===== src/rtl/rtb_pkg.sv =====
package rtb_pkg;
  localparam int NCH  = 5;
  localparam int NCMP = 4;
  localparam int AW   = 7;

  localparam logic [AW-1:0] OFS_CFG0 = AW'(8'h00);
  localparam logic [AW-1:0] OFS_CFG1 = AW'(8'h04);
  localparam logic [AW-1:0] OFS_CTRL = AW'(8'h08);

  function automatic int start_pos(int ch);
    return (ch == 0) ? 0 : 4 + 4 * ch;
  endfunction

  function automatic int upd_pos(int ch);
    return start_pos(ch) + 1;
  endfunction

  function automatic int inv_pos(int ch);
    return start_pos(ch) + 2;
  endfunction

  // last channel has no invert bit, so auto-reload moves down one place
  function automatic int auto_pos(int ch);
    return (ch == NCH - 1) ? start_pos(ch) + 2 : start_pos(ch) + 3;
  endfunction

  function automatic logic [AW-1:0] buf_ofs(int ch);
    return AW'(12 + 12 * ch);
  endfunction

  function automatic logic [AW-1:0] cmp_ofs(int ch);
    return AW'(16 + 12 * ch);
  endfunction

  function automatic logic [AW-1:0] obs_ofs(int ch);
    return (ch == NCH - 1) ? AW'(64) : AW'(20 + 12 * ch);
  endfunction

  function automatic logic [31:0] start_mask();
    logic [31:0] m;
    m = '0;
    for (int ch = 0; ch < NCH; ch++) m[start_pos(ch)] = 1'b1;
    return m;
  endfunction
endpackage


===== src/rtl/rtb_chan.sv =====
module rtb_chan #(
  parameter int DATA_W  = 32,
  parameter bit HAS_CMP = 1'b1
) (
  input  logic              clk_i,
  input  logic              rst_ni,
  input  logic              tick_i,
  input  logic              ctrl_wr_i,
  input  logic              start_i,
  input  logic              upd_i,
  input  logic              upd_new_i,
  input  logic              auto_i,
  input  logic              inv_i,
  input  logic [DATA_W-1:0] buf_i,
  input  logic [DATA_W-1:0] cmp_i,
  output logic [DATA_W-1:0] cnt_o,
  output logic              expire_o,
  output logic              stop_o,
  output logic              wave_o
);
  logic [DATA_W-1:0] cnt_q;
  logic              exp_q;
  logic              ld, step, fire;

  assign ld   = ctrl_wr_i & upd_new_i & ~upd_i;
  // control writes take the cycle; ticks are dropped
  assign step = ~ctrl_wr_i & start_i & tick_i;
  assign fire = step & (cnt_q <= DATA_W'(1));

  always_ff @(posedge clk_i or negedge rst_ni) begin
    if (!rst_ni) begin
      cnt_q <= '0;
      exp_q <= 1'b0;
    end else begin
      exp_q <= fire;
      if (ld)        cnt_q <= buf_i;
      else if (fire) cnt_q <= auto_i ? buf_i : '0;
      else if (step) cnt_q <= cnt_q - DATA_W'(1);
    end
  end

  assign cnt_o    = cnt_q;
  assign expire_o = exp_q;
  assign stop_o   = fire & ~auto_i;

  if (HAS_CMP) begin : g_cmp
    assign wave_o = (cnt_q > cmp_i) ^ inv_i;
  end else begin : g_nocmp
    logic unused_cmp;
    assign unused_cmp = ^{cmp_i, inv_i};
    assign wave_o = 1'b0;
  end


  load_chk: assert property (@(posedge clk_i) disable iff (!rst_ni)
    (ctrl_wr_i && upd_new_i && !upd_i) |=> (cnt_q == $past(buf_i)));

  hold_chk: assert property (@(posedge clk_i) disable iff (!rst_ni)
    (!ctrl_wr_i && !start_i) |=> $stable(cnt_q));

  expire_src_chk: assert property (@(posedge clk_i) disable iff (!rst_ni)
    expire_o |-> $past(tick_i && start_i && !ctrl_wr_i));

  reload_chk: assert property (@(posedge clk_i) disable iff (!rst_ni)
    (expire_o && $past(auto_i)) |-> (cnt_q == $past(buf_i)));

  oneshot_chk: assert property (@(posedge clk_i) disable iff (!rst_ni)
    (expire_o && !$past(auto_i)) |-> (!start_i && cnt_q == '0));
endmodule


===== src/rtl/rtb_regs.sv =====
module rtb_regs
  import rtb_pkg::*;
#(
  parameter int DATA_W = 32
) (
  input  logic                        clk_i,
  input  logic                        rst_ni,
  input  logic                        bus_req_i,
  input  logic                        bus_we_i,
  input  logic [AW-1:0]               bus_addr_i,
  input  logic [DATA_W-1:0]           bus_wdata_i,
  output logic [DATA_W-1:0]           bus_rdata_o,
  input  logic [NCH-1:0][DATA_W-1:0]  cnt_i,
  input  logic [NCH-1:0]              stop_i,
  output logic [DATA_W-1:0]           ctrl_o,
  output logic                        ctrl_wr_o,
  output logic [NCH-1:0][DATA_W-1:0]  buf_o,
  output logic [NCMP-1:0][DATA_W-1:0] cmp_o
);
  localparam logic [DATA_W-1:0] START_MASK = DATA_W'(start_mask());

  logic [1:0][DATA_W-1:0]      cfg_q;
  logic [DATA_W-1:0]           ctrl_q;
  logic [NCH-1:0][DATA_W-1:0]  buf_q;
  logic [NCMP-1:0][DATA_W-1:0] cmp_q;
  logic                        wr, ctrl_wr;

  assign wr      = bus_req_i & bus_we_i;
  assign ctrl_wr = wr & (bus_addr_i == OFS_CTRL);

  always_ff @(posedge clk_i or negedge rst_ni) begin
    if (!rst_ni) begin
      cfg_q  <= '0;
      ctrl_q <= '0;
      buf_q  <= '0;
      cmp_q  <= '0;
    end else begin
      if (wr) begin
        if (bus_addr_i == OFS_CFG0) cfg_q[0] <= bus_wdata_i;
        if (bus_addr_i == OFS_CFG1) cfg_q[1] <= bus_wdata_i;
        for (int ch = 0; ch < NCH; ch++)
          if (bus_addr_i == buf_ofs(ch)) buf_q[ch] <= bus_wdata_i;
        for (int ch = 0; ch < NCMP; ch++)
          if (bus_addr_i == cmp_ofs(ch)) cmp_q[ch] <= bus_wdata_i;
      end
      if (ctrl_wr) ctrl_q <= bus_wdata_i;
      else begin
        for (int ch = 0; ch < NCH; ch++)
          if (stop_i[ch]) ctrl_q[start_pos(ch)] <= 1'b0;
      end
    end
  end

  always_comb begin
    bus_rdata_o = '0;
    if (bus_req_i && !bus_we_i) begin
      if (bus_addr_i == OFS_CFG0) bus_rdata_o = cfg_q[0];
      if (bus_addr_i == OFS_CFG1) bus_rdata_o = cfg_q[1];
      if (bus_addr_i == OFS_CTRL) bus_rdata_o = ctrl_q;
      for (int ch = 0; ch < NCH; ch++) begin
        if (bus_addr_i == buf_ofs(ch)) bus_rdata_o = buf_q[ch];
        if (bus_addr_i == obs_ofs(ch)) bus_rdata_o = cnt_i[ch];
      end
      for (int ch = 0; ch < NCMP; ch++)
        if (bus_addr_i == cmp_ofs(ch)) bus_rdata_o = cmp_q[ch];
    end
  end

  assign ctrl_o    = ctrl_q;
  assign ctrl_wr_o = ctrl_wr;
  assign buf_o     = buf_q;
  assign cmp_o     = cmp_q;


  ctrl_keep_chk: assert property (@(posedge clk_i) disable iff (!rst_ni)
    !$past(ctrl_wr) |-> ((ctrl_q & ~START_MASK) == ($past(ctrl_q) & ~START_MASK)));

  stop_clear_chk: assert property (@(posedge clk_i) disable iff (!rst_ni)
    ($past(stop_i) != '0 && !$past(ctrl_wr)) |-> ((ctrl_q & START_MASK) != ($past(ctrl_q) & START_MASK)));
endmodule


===== src/rtl/reload_timer_bank.sv =====
module reload_timer_bank
  import rtb_pkg::*;
#(
  parameter int DATA_W = 32
) (
  input  logic              clk_i,
  input  logic              rst_ni,
  input  logic              bus_req_i,
  input  logic              bus_we_i,
  input  logic [6:0]        bus_addr_i,
  input  logic [DATA_W-1:0] bus_wdata_i,
  output logic [DATA_W-1:0] bus_rdata_o,
  input  logic [4:0]        tick_i,
  output logic [4:0]        expire_o,
  output logic [3:0]        wave_o
);
  logic [DATA_W-1:0]           ctrl_q;
  logic                        ctrl_wr;
  logic [NCH-1:0][DATA_W-1:0]  buf_q;
  logic [NCMP-1:0][DATA_W-1:0] cmp_q;
  logic [NCH-1:0][DATA_W-1:0]  cnt;
  logic [NCH-1:0]              stop;
  logic                        unused_ctrl;

  assign unused_ctrl = ^ctrl_q;

  rtb_regs #(.DATA_W(DATA_W)) u_regs (
    .clk_i       (clk_i),
    .rst_ni      (rst_ni),
    .bus_req_i   (bus_req_i),
    .bus_we_i    (bus_we_i),
    .bus_addr_i  (bus_addr_i),
    .bus_wdata_i (bus_wdata_i),
    .bus_rdata_o (bus_rdata_o),
    .cnt_i       (cnt),
    .stop_i      (stop),
    .ctrl_o      (ctrl_q),
    .ctrl_wr_o   (ctrl_wr),
    .buf_o       (buf_q),
    .cmp_o       (cmp_q)
  );

  for (genvar ch = 0; ch < NCH; ch++) begin : g_ch
    localparam bit HAS_CMP = (ch < NCMP);
    logic              inv, wave;
    logic [DATA_W-1:0] cmp;

    if (HAS_CMP) begin : g_cmp
      assign inv        = ctrl_q[inv_pos(ch)];
      assign cmp        = cmp_q[ch];
      assign wave_o[ch] = wave;
    end else begin : g_nocmp
      logic unused_wave;
      assign inv         = 1'b0;
      assign cmp         = '0;
      assign unused_wave = wave;
    end

    rtb_chan #(.DATA_W(DATA_W), .HAS_CMP(HAS_CMP)) u_chan (
      .clk_i     (clk_i),
      .rst_ni    (rst_ni),
      .tick_i    (tick_i[ch]),
      .ctrl_wr_i (ctrl_wr),
      .start_i   (ctrl_q[start_pos(ch)]),
      .upd_i     (ctrl_q[upd_pos(ch)]),
      .upd_new_i (bus_wdata_i[upd_pos(ch)]),
      .auto_i    (ctrl_q[auto_pos(ch)]),
      .inv_i     (inv),
      .buf_i     (buf_q[ch]),
      .cmp_i     (cmp),
      .cnt_o     (cnt[ch]),
      .expire_o  (expire_o[ch]),
      .stop_o    (stop[ch]),
      .wave_o    (wave)
    );
  end
endmodule


===== config.mk =====
export PLATFORM = sky130hd
export DESIGN_NAME = reload_timer_bank
export DESIGN_NICKNAME = d
export VERILOG_FILES = /design/src/rtl/rtb_pkg.sv /design/src/rtl/rtb_chan.sv /design/src/rtl/rtb_regs.sv /design/src/rtl/reload_timer_bank.sv
export SDC_FILE = /design/constraint.sdc
export NUM_CORES = 2
export LEC_CHECK = 0
export ABC_AREA = 1
export BUFFER_PORTS_ARGS = -buffer_cell sky130_fd_sc_hd__buf_2
export CELL_PAD_IN_SITES_DETAIL_PLACEMENT = 0
export CELL_PAD_IN_SITES_GLOBAL_PLACEMENT = 2
export CORE_MARGIN = 2
export CORE_UTILIZATION = 33
export DETAILED_ROUTE_END_ITERATION = 8
export PLACE_DENSITY = 0.75
export SLEW_MARGIN = 5
export SYNTH_ARGS = -nofsm -noshare
export SYNTH_HDL_FRONTEND = slang
export SYNTH_HIERARCHICAL = 1
export SYNTH_SLANG_ARGS = --single-unit

===== constraint.sdc =====
create_clock -name clk_i -period 1.6 [get_ports clk_i]
set_clock_uncertainty 0.05 [all_clocks]
set_input_delay 0.16 -clock clk_i [delete_from_list [all_inputs] [get_ports clk_i]]
set_output_delay 0.16 -clock clk_i [all_outputs]
set_load 0.005 [all_outputs]

[After elaboration in Yosys (flattened, before gate mapping)]
Index checks and enable logic that the tools add are counted.
Word-level totals
  register bits after elaboration: 549
  output and inout port bits: 41
  word-level logic and storage cells: 176
Cells by class
  $add $sub $neg: 5
  $lt $le $gt $ge: 9
  equal/unequal tests: 16
  multiplexer cells: 48
  bitwise operators: 47
  reduce and logical (&&, ||, !) cells: 24
Operators by type and width (number)
  2-to-1 mux 32 bit: 38
  less-or-equal comparator 32 x 1 -> 1 bit (second input constant): 5
  subtractor 32 x 1 -> 32 bit (second input constant): 5
  greater-than comparator 32 bit: 4
  equality test 7 x 6 -> 1 bit (second input constant): 8
  bitwise AND 1 bit: 32
  equality test 7 x 5 -> 1 bit (second input constant): 4
  AND reduction 2 bit: 11
  nonzero test 3 bit: 5
  equality test 7 x 4 -> 1 bit (second input constant): 2
  inverter 1 bit: 11
  2-to-1 mux 1 bit: 10
  nonzero test 2 bit: 5
  equality test 7 x 3 -> 1 bit (second input constant): 1
  equality test 7 bit (second input constant): 1
  logical NOT 7 bit: 1
  bitwise XOR 1 bit: 4
  logical AND 1 bit: 1
  logical NOT 1 bit: 1

[Depth between registers and ports, before layout]
  word-level depth: 19
  gate-level depth with buffers: 20
  gate-level depth less buffers: 17

[Modules after synthesis]
Netlist, hierarchy kept.
Modules (own cells, without submodules)
  rtb_regs: times used 1, cells an instance 2495, area each 19043.3 um2, sequential area each 9609.2 um2
  rtb_chan at g_ch[0].u_chan ...: times used 3, cells an instance 602, area each 3616.0 um2, sequential area each 825.8 um2
  rtb_chan at g_ch[3].u_chan: times used 1, cells an instance 620, area each 3733.6 um2, sequential area each 825.8 um2
  rtb_chan at g_ch[4].u_chan: times used 1, cells an instance 464, area each 2783.9 um2, sequential area each 825.8 um2
  reload_timer_bank: times used 1, cells an instance 5, area each 33.8 um2, sequential area each 0.0 um2

[Worst setup path after synthesis]
OpenSTA, ideal clock, no wires.
  path type: in2reg
  start point: in bus_addr_i[5]
  end point: reg g_ch[3].u_chan.cnt_q[1]
  setup time: 0.118 ns
  data arrival time: 2.389 ns
  setup slack: -0.956 ns
  cell stages on the path: 16
  cell sequence: inv_2 -> nand2_4 -> nor2_2 -> nand2_2 -> buf_2 -> nor2_4 -> clkbuf_1 -> inv_1 -> nand3_1 -> inv_1 -> nor2_2 -> inv_1 -> buf_2 -> buf_2 -> nor2_1 -> nor2_1
On the way
  cells in the longest elaborated chain, start to end: 8
  elaborated cells on any way between the ends: 11
  classes of those cells: eq/ne (1); mux (2); bitwise (7); reduce/logical (1)
RTL lines
  from (decl): line reload_timer_bank.sv:10  | input logic [6:0] bus_addr_i,
  equality test 7 x 4 -> 1 bit (*): line rtb_regs.sv:29  | assign ctrl_wr = wr & (bus_addr_i == OFS_CTRL);
  bitwise AND 1 bit (*): line rtb_regs.sv:29
  net ctrl_wr: line reload_timer_bank.sv:18  | logic ctrl_wr;
  inverter 1 bit: line rtb_chan.sv:27  | assign step = ~ctrl_wr_i & start_i & tick_i;
  bitwise AND 1 bit (2 in series): line rtb_chan.sv:27
  bitwise AND 1 bit: line rtb_chan.sv:28  | assign fire = step & (cnt_q <= DATA_W'(1));
  2-to-1 mux 32 bit: line rtb_chan.sv:37  | else if (fire) cnt_q <= auto_i ? buf_i : '0;
  2-to-1 mux 32 bit: line rtb_chan.sv:36  | if (ld) cnt_q <= buf_i;
  to (signal assigned): line rtb_chan.sv:36
  to (signal assigned): line rtb_chan.sv:37
  to (signal assigned): line rtb_chan.sv:38  | else if (step) cnt_q <= cnt_q - DATA_W'(1);
  to (decl): line rtb_chan.sv:21  | logic [DATA_W-1:0] cnt_q;
Mark *: on every way through the listed nets, which the timed path passes. The rest lies on a longest branch.
A chain may end at the register's enable or synchronous reset.

[Worst setup path in the final report]
  start point: reg u_regs.ctrl_q[0], in the netlist u_regs/ctrl_o[0]
  end point: out bus_rdata_o[0]
On the way
  cells in the longest elaborated chain, start to end: 16
RTL lines
  from (decl): line rtb_regs.sv:23  | logic [DATA_W-1:0] ctrl_q;
  from (signal assigned): line rtb_regs.sv:46  | if (ctrl_wr) ctrl_q <= bus_wdata_i;
  2-to-1 mux 32 bit: line rtb_regs.sv:59  | if (bus_addr_i == OFS_CTRL) bus_rdata_o = ctrl_q;
  2-to-1 mux 32 bit: line rtb_regs.sv:61  | if (bus_addr_i == buf_ofs(ch)) bus_rdata_o = buf_q[ch];
  2-to-1 mux 32 bit: line rtb_regs.sv:62  | if (bus_addr_i == obs_ofs(ch)) bus_rdata_o = cnt_i[ch];
  2-to-1 mux 32 bit: line rtb_regs.sv:61
  2-to-1 mux 32 bit: line rtb_regs.sv:62
  2-to-1 mux 32 bit: line rtb_regs.sv:61
  2-to-1 mux 32 bit: line rtb_regs.sv:62
  2-to-1 mux 32 bit: line rtb_regs.sv:61
  2-to-1 mux 32 bit: line rtb_regs.sv:62
  2-to-1 mux 32 bit: line rtb_regs.sv:61
  2-to-1 mux 32 bit: line rtb_regs.sv:62
  2-to-1 mux 32 bit (4 in series): line rtb_regs.sv:65  | if (bus_addr_i == cmp_ofs(ch)) bus_rdata_o = cmp_q[ch];
  2-to-1 mux 32 bit: line rtb_regs.sv:56  | if (bus_req_i && !bus_we_i) begin
  to (decl): line reload_timer_bank.sv:12  | output logic [DATA_W-1:0] bus_rdata_o,
Every way passes these cells.

==> impl_metrics.yaml <==
global_route:
  grt_max_degree: 65
  grt-ovfl-total: 0
  grt_pass1_vias: 39407
  antenna_found_initial: 19
  grt_pass1_wl_mm: 274
  grtUsageTotal_pct: 33.8
route:
  drc: 0
  vias_per_cell: 5.12
  wl_per_cell_um: 24.0
  ant_nets: 0
  vias: 41590
  totalWireLength_mm: 195
  first_pass_iters: 6
  first_iter_violations: 4777
sta:
  max_freq_ghz: 0.341
  worst_pin_slew_ns: 0.559
  final_hold_viol_count: 0
  fin_crit_sh_pct: 184
  setup_viol: 206
  grt_setup_unrepaired: "true"
  slew_headroom_pct: 62.7
  tns_ns: -115.07
  final.setup.worst_slack_ns: -1.34
  hold_slack_ns: 0.0418
  min_period_ns: 2.94
  final_max_slew_viol_count: 0
placement:
  place.gp.congestion: 1.04
  dpl_cell_area_um2: 47300
  place_ws_ns: -1.19
  port_buffers: 88
  hpwl_mm: 148
synthesis:
  ys_warn_count: 6
  syn_area_um2: 36400
  synth_cells: 5387
  syn_nets: 5573
  avgSynthCellArea_um2: 6.76
power:
  ir_drop_v: 0.000877
  power_leakage_uw: 0.0282
  p_per_area_nw_per_um2: 1240
floorplanning:
  core_area_um2: 109000
  placementRows: 121
  die_h_um: 336
  die_w_um: 336
  num_io_pins: 89
  start_util_pct: 33.4
  dieArea_um2: 113000
cells_and_area:
  final_common_cell: "nand2_1"
  nNetsFinal: 6771
  num-fill-cells: 10958
  postLayoutCellArea_um2: 54400
  area_delta_synth_final_pct: 49.3
  final_cell_mix: "nand2_1 (1,772), buf_4 (1,053), dfrtp_1 (505)"
  drive_gt1_share_pct: 34.9
cts:
  clockBufferDepth: 3
  cts.sinks: 549
  clk_pin_slew_ns: 0.05
  cts_tree: "done"
  cts_htree_levels: 3
  cts_buffers: 73
  cts_root_buf: "clkbuf_16"
  clk_latency_ns: 0.66
run_status:
  status: "finished, violations left"
  failed_checks: "negative setup slack"
worst_setup_path:
  worst_setup_path_end_kind: "output port"
  cp.arrival_ns: 2.73
  worstSetupPathType: "flop to output port"
  cp.required_ns: 1.39
  cp_max_fo: 2
  startpoint_type: "flop"
min_path:
  hp-class: "input port to flop"
flow_run:
  drv_cap: 0
final timing paths:
path	start	end	slack, ns	cells past startpoint
worst max-delay path	u_regs/ctrl_o[0]	bus_rdata_o[0]	-1.34	11
worst min-delay path	bus_wdata_i[0]	u_regs/ctrl_o[0]	0.04	4
worst max register to register	g_ch[3].u_chan/cnt_o[19]	g_ch[3].u_chan/cnt_o[28]	-0.60	15
worst min register to register	u_regs/cfg_q[5]	u_regs/cfg_q[5]	0.44	2
max in group asynchronous	rst_ni	u_regs/buf_o[111]	0.40	3
min in group asynchronous	rst_ni	u_regs/cmp_o[117]	0.20	3
layer usage:
layer | share of wire (%) | routed length (µm) | GRT usage, %
met2 | 45 | 87100 | 53.2
met1 | 41 | 79800 | 44.7
met4 | 6.1 | 11900 | 17.3
met5 | 0.0067 | 13 | 0
met3 | 8.4 | 16400 | 5.36
cell type report:
cell class                      count  area, µm²  area share [%]
Multi-Input combinational cell   4062      22400            41.1
Sequential cell                   549      13800            25.4
Tap cell                         1476       1850            3.40
Clock inverter                     29        313           0.575
Inverter                          536       2070            3.80
Antenna cell                        6       15.0          0.0276
Clock buffer                      101       2110            3.89
Timing Repair Buffer             1363      11900            21.8
worst max-delay path, cell delays in order, from the launching register on:
cell	delay, ns
dfrtp_2	0.46
nand3_2	0.10
nand3_2	0.06
nor2_1	0.09
nand4_1	0.26
nor2_1	0.19
nand4_1	0.16
nand2_1	0.09
nand4_1	0.27
nor2_1	0.22
nor2_1	0.06
buf_2	0.13
registers in the layout (all words and copies together) (netlist names):
register and flops:
u_regs/cmp_o 128, g_ch.u_chan/cnt_o 160, u_regs/cfg_q 64, u_regs/ctrl_o 32, g_ch.u_chan/expire_o 5, u_regs/buf_o 160
report_power, final:
| group | leakage [µW] | internal [µW] | switching (µW) |
|---|---|---|---|
| clock network | 0.00120 | 9930 | 7080 |
| logic | 0.0197 | 14600 | 17900 |
| registers | 0.00731 | 15600 | 2400 |
| total | 0.0282 | 40100 | 27400 |
repair_timing:
item | CTS | global route
gates resized for setup | 389 | 501
setup buffers | 57 | 80
gates cloned | 11 | 6
pin swaps | 172 | 348
setup endpoints to repair | 206 | 206
hold buffers | 26 | 0
endpoints found under the hold margin | 631 | 0
through the flow:
stage / utilization [%] / instances / power (µW)
floorplan: - / 5387 / 31000
global placement: 43.3 / 7820 / 45800
detailed placement: 43.3 / 7820 / 46000
CTS: 47.6 / 8037 / 65300
global route: 49.8 / 8118 / 71400
finish: 49.8 / 8122 / 67500
Power figures use the tool's default switching activity.
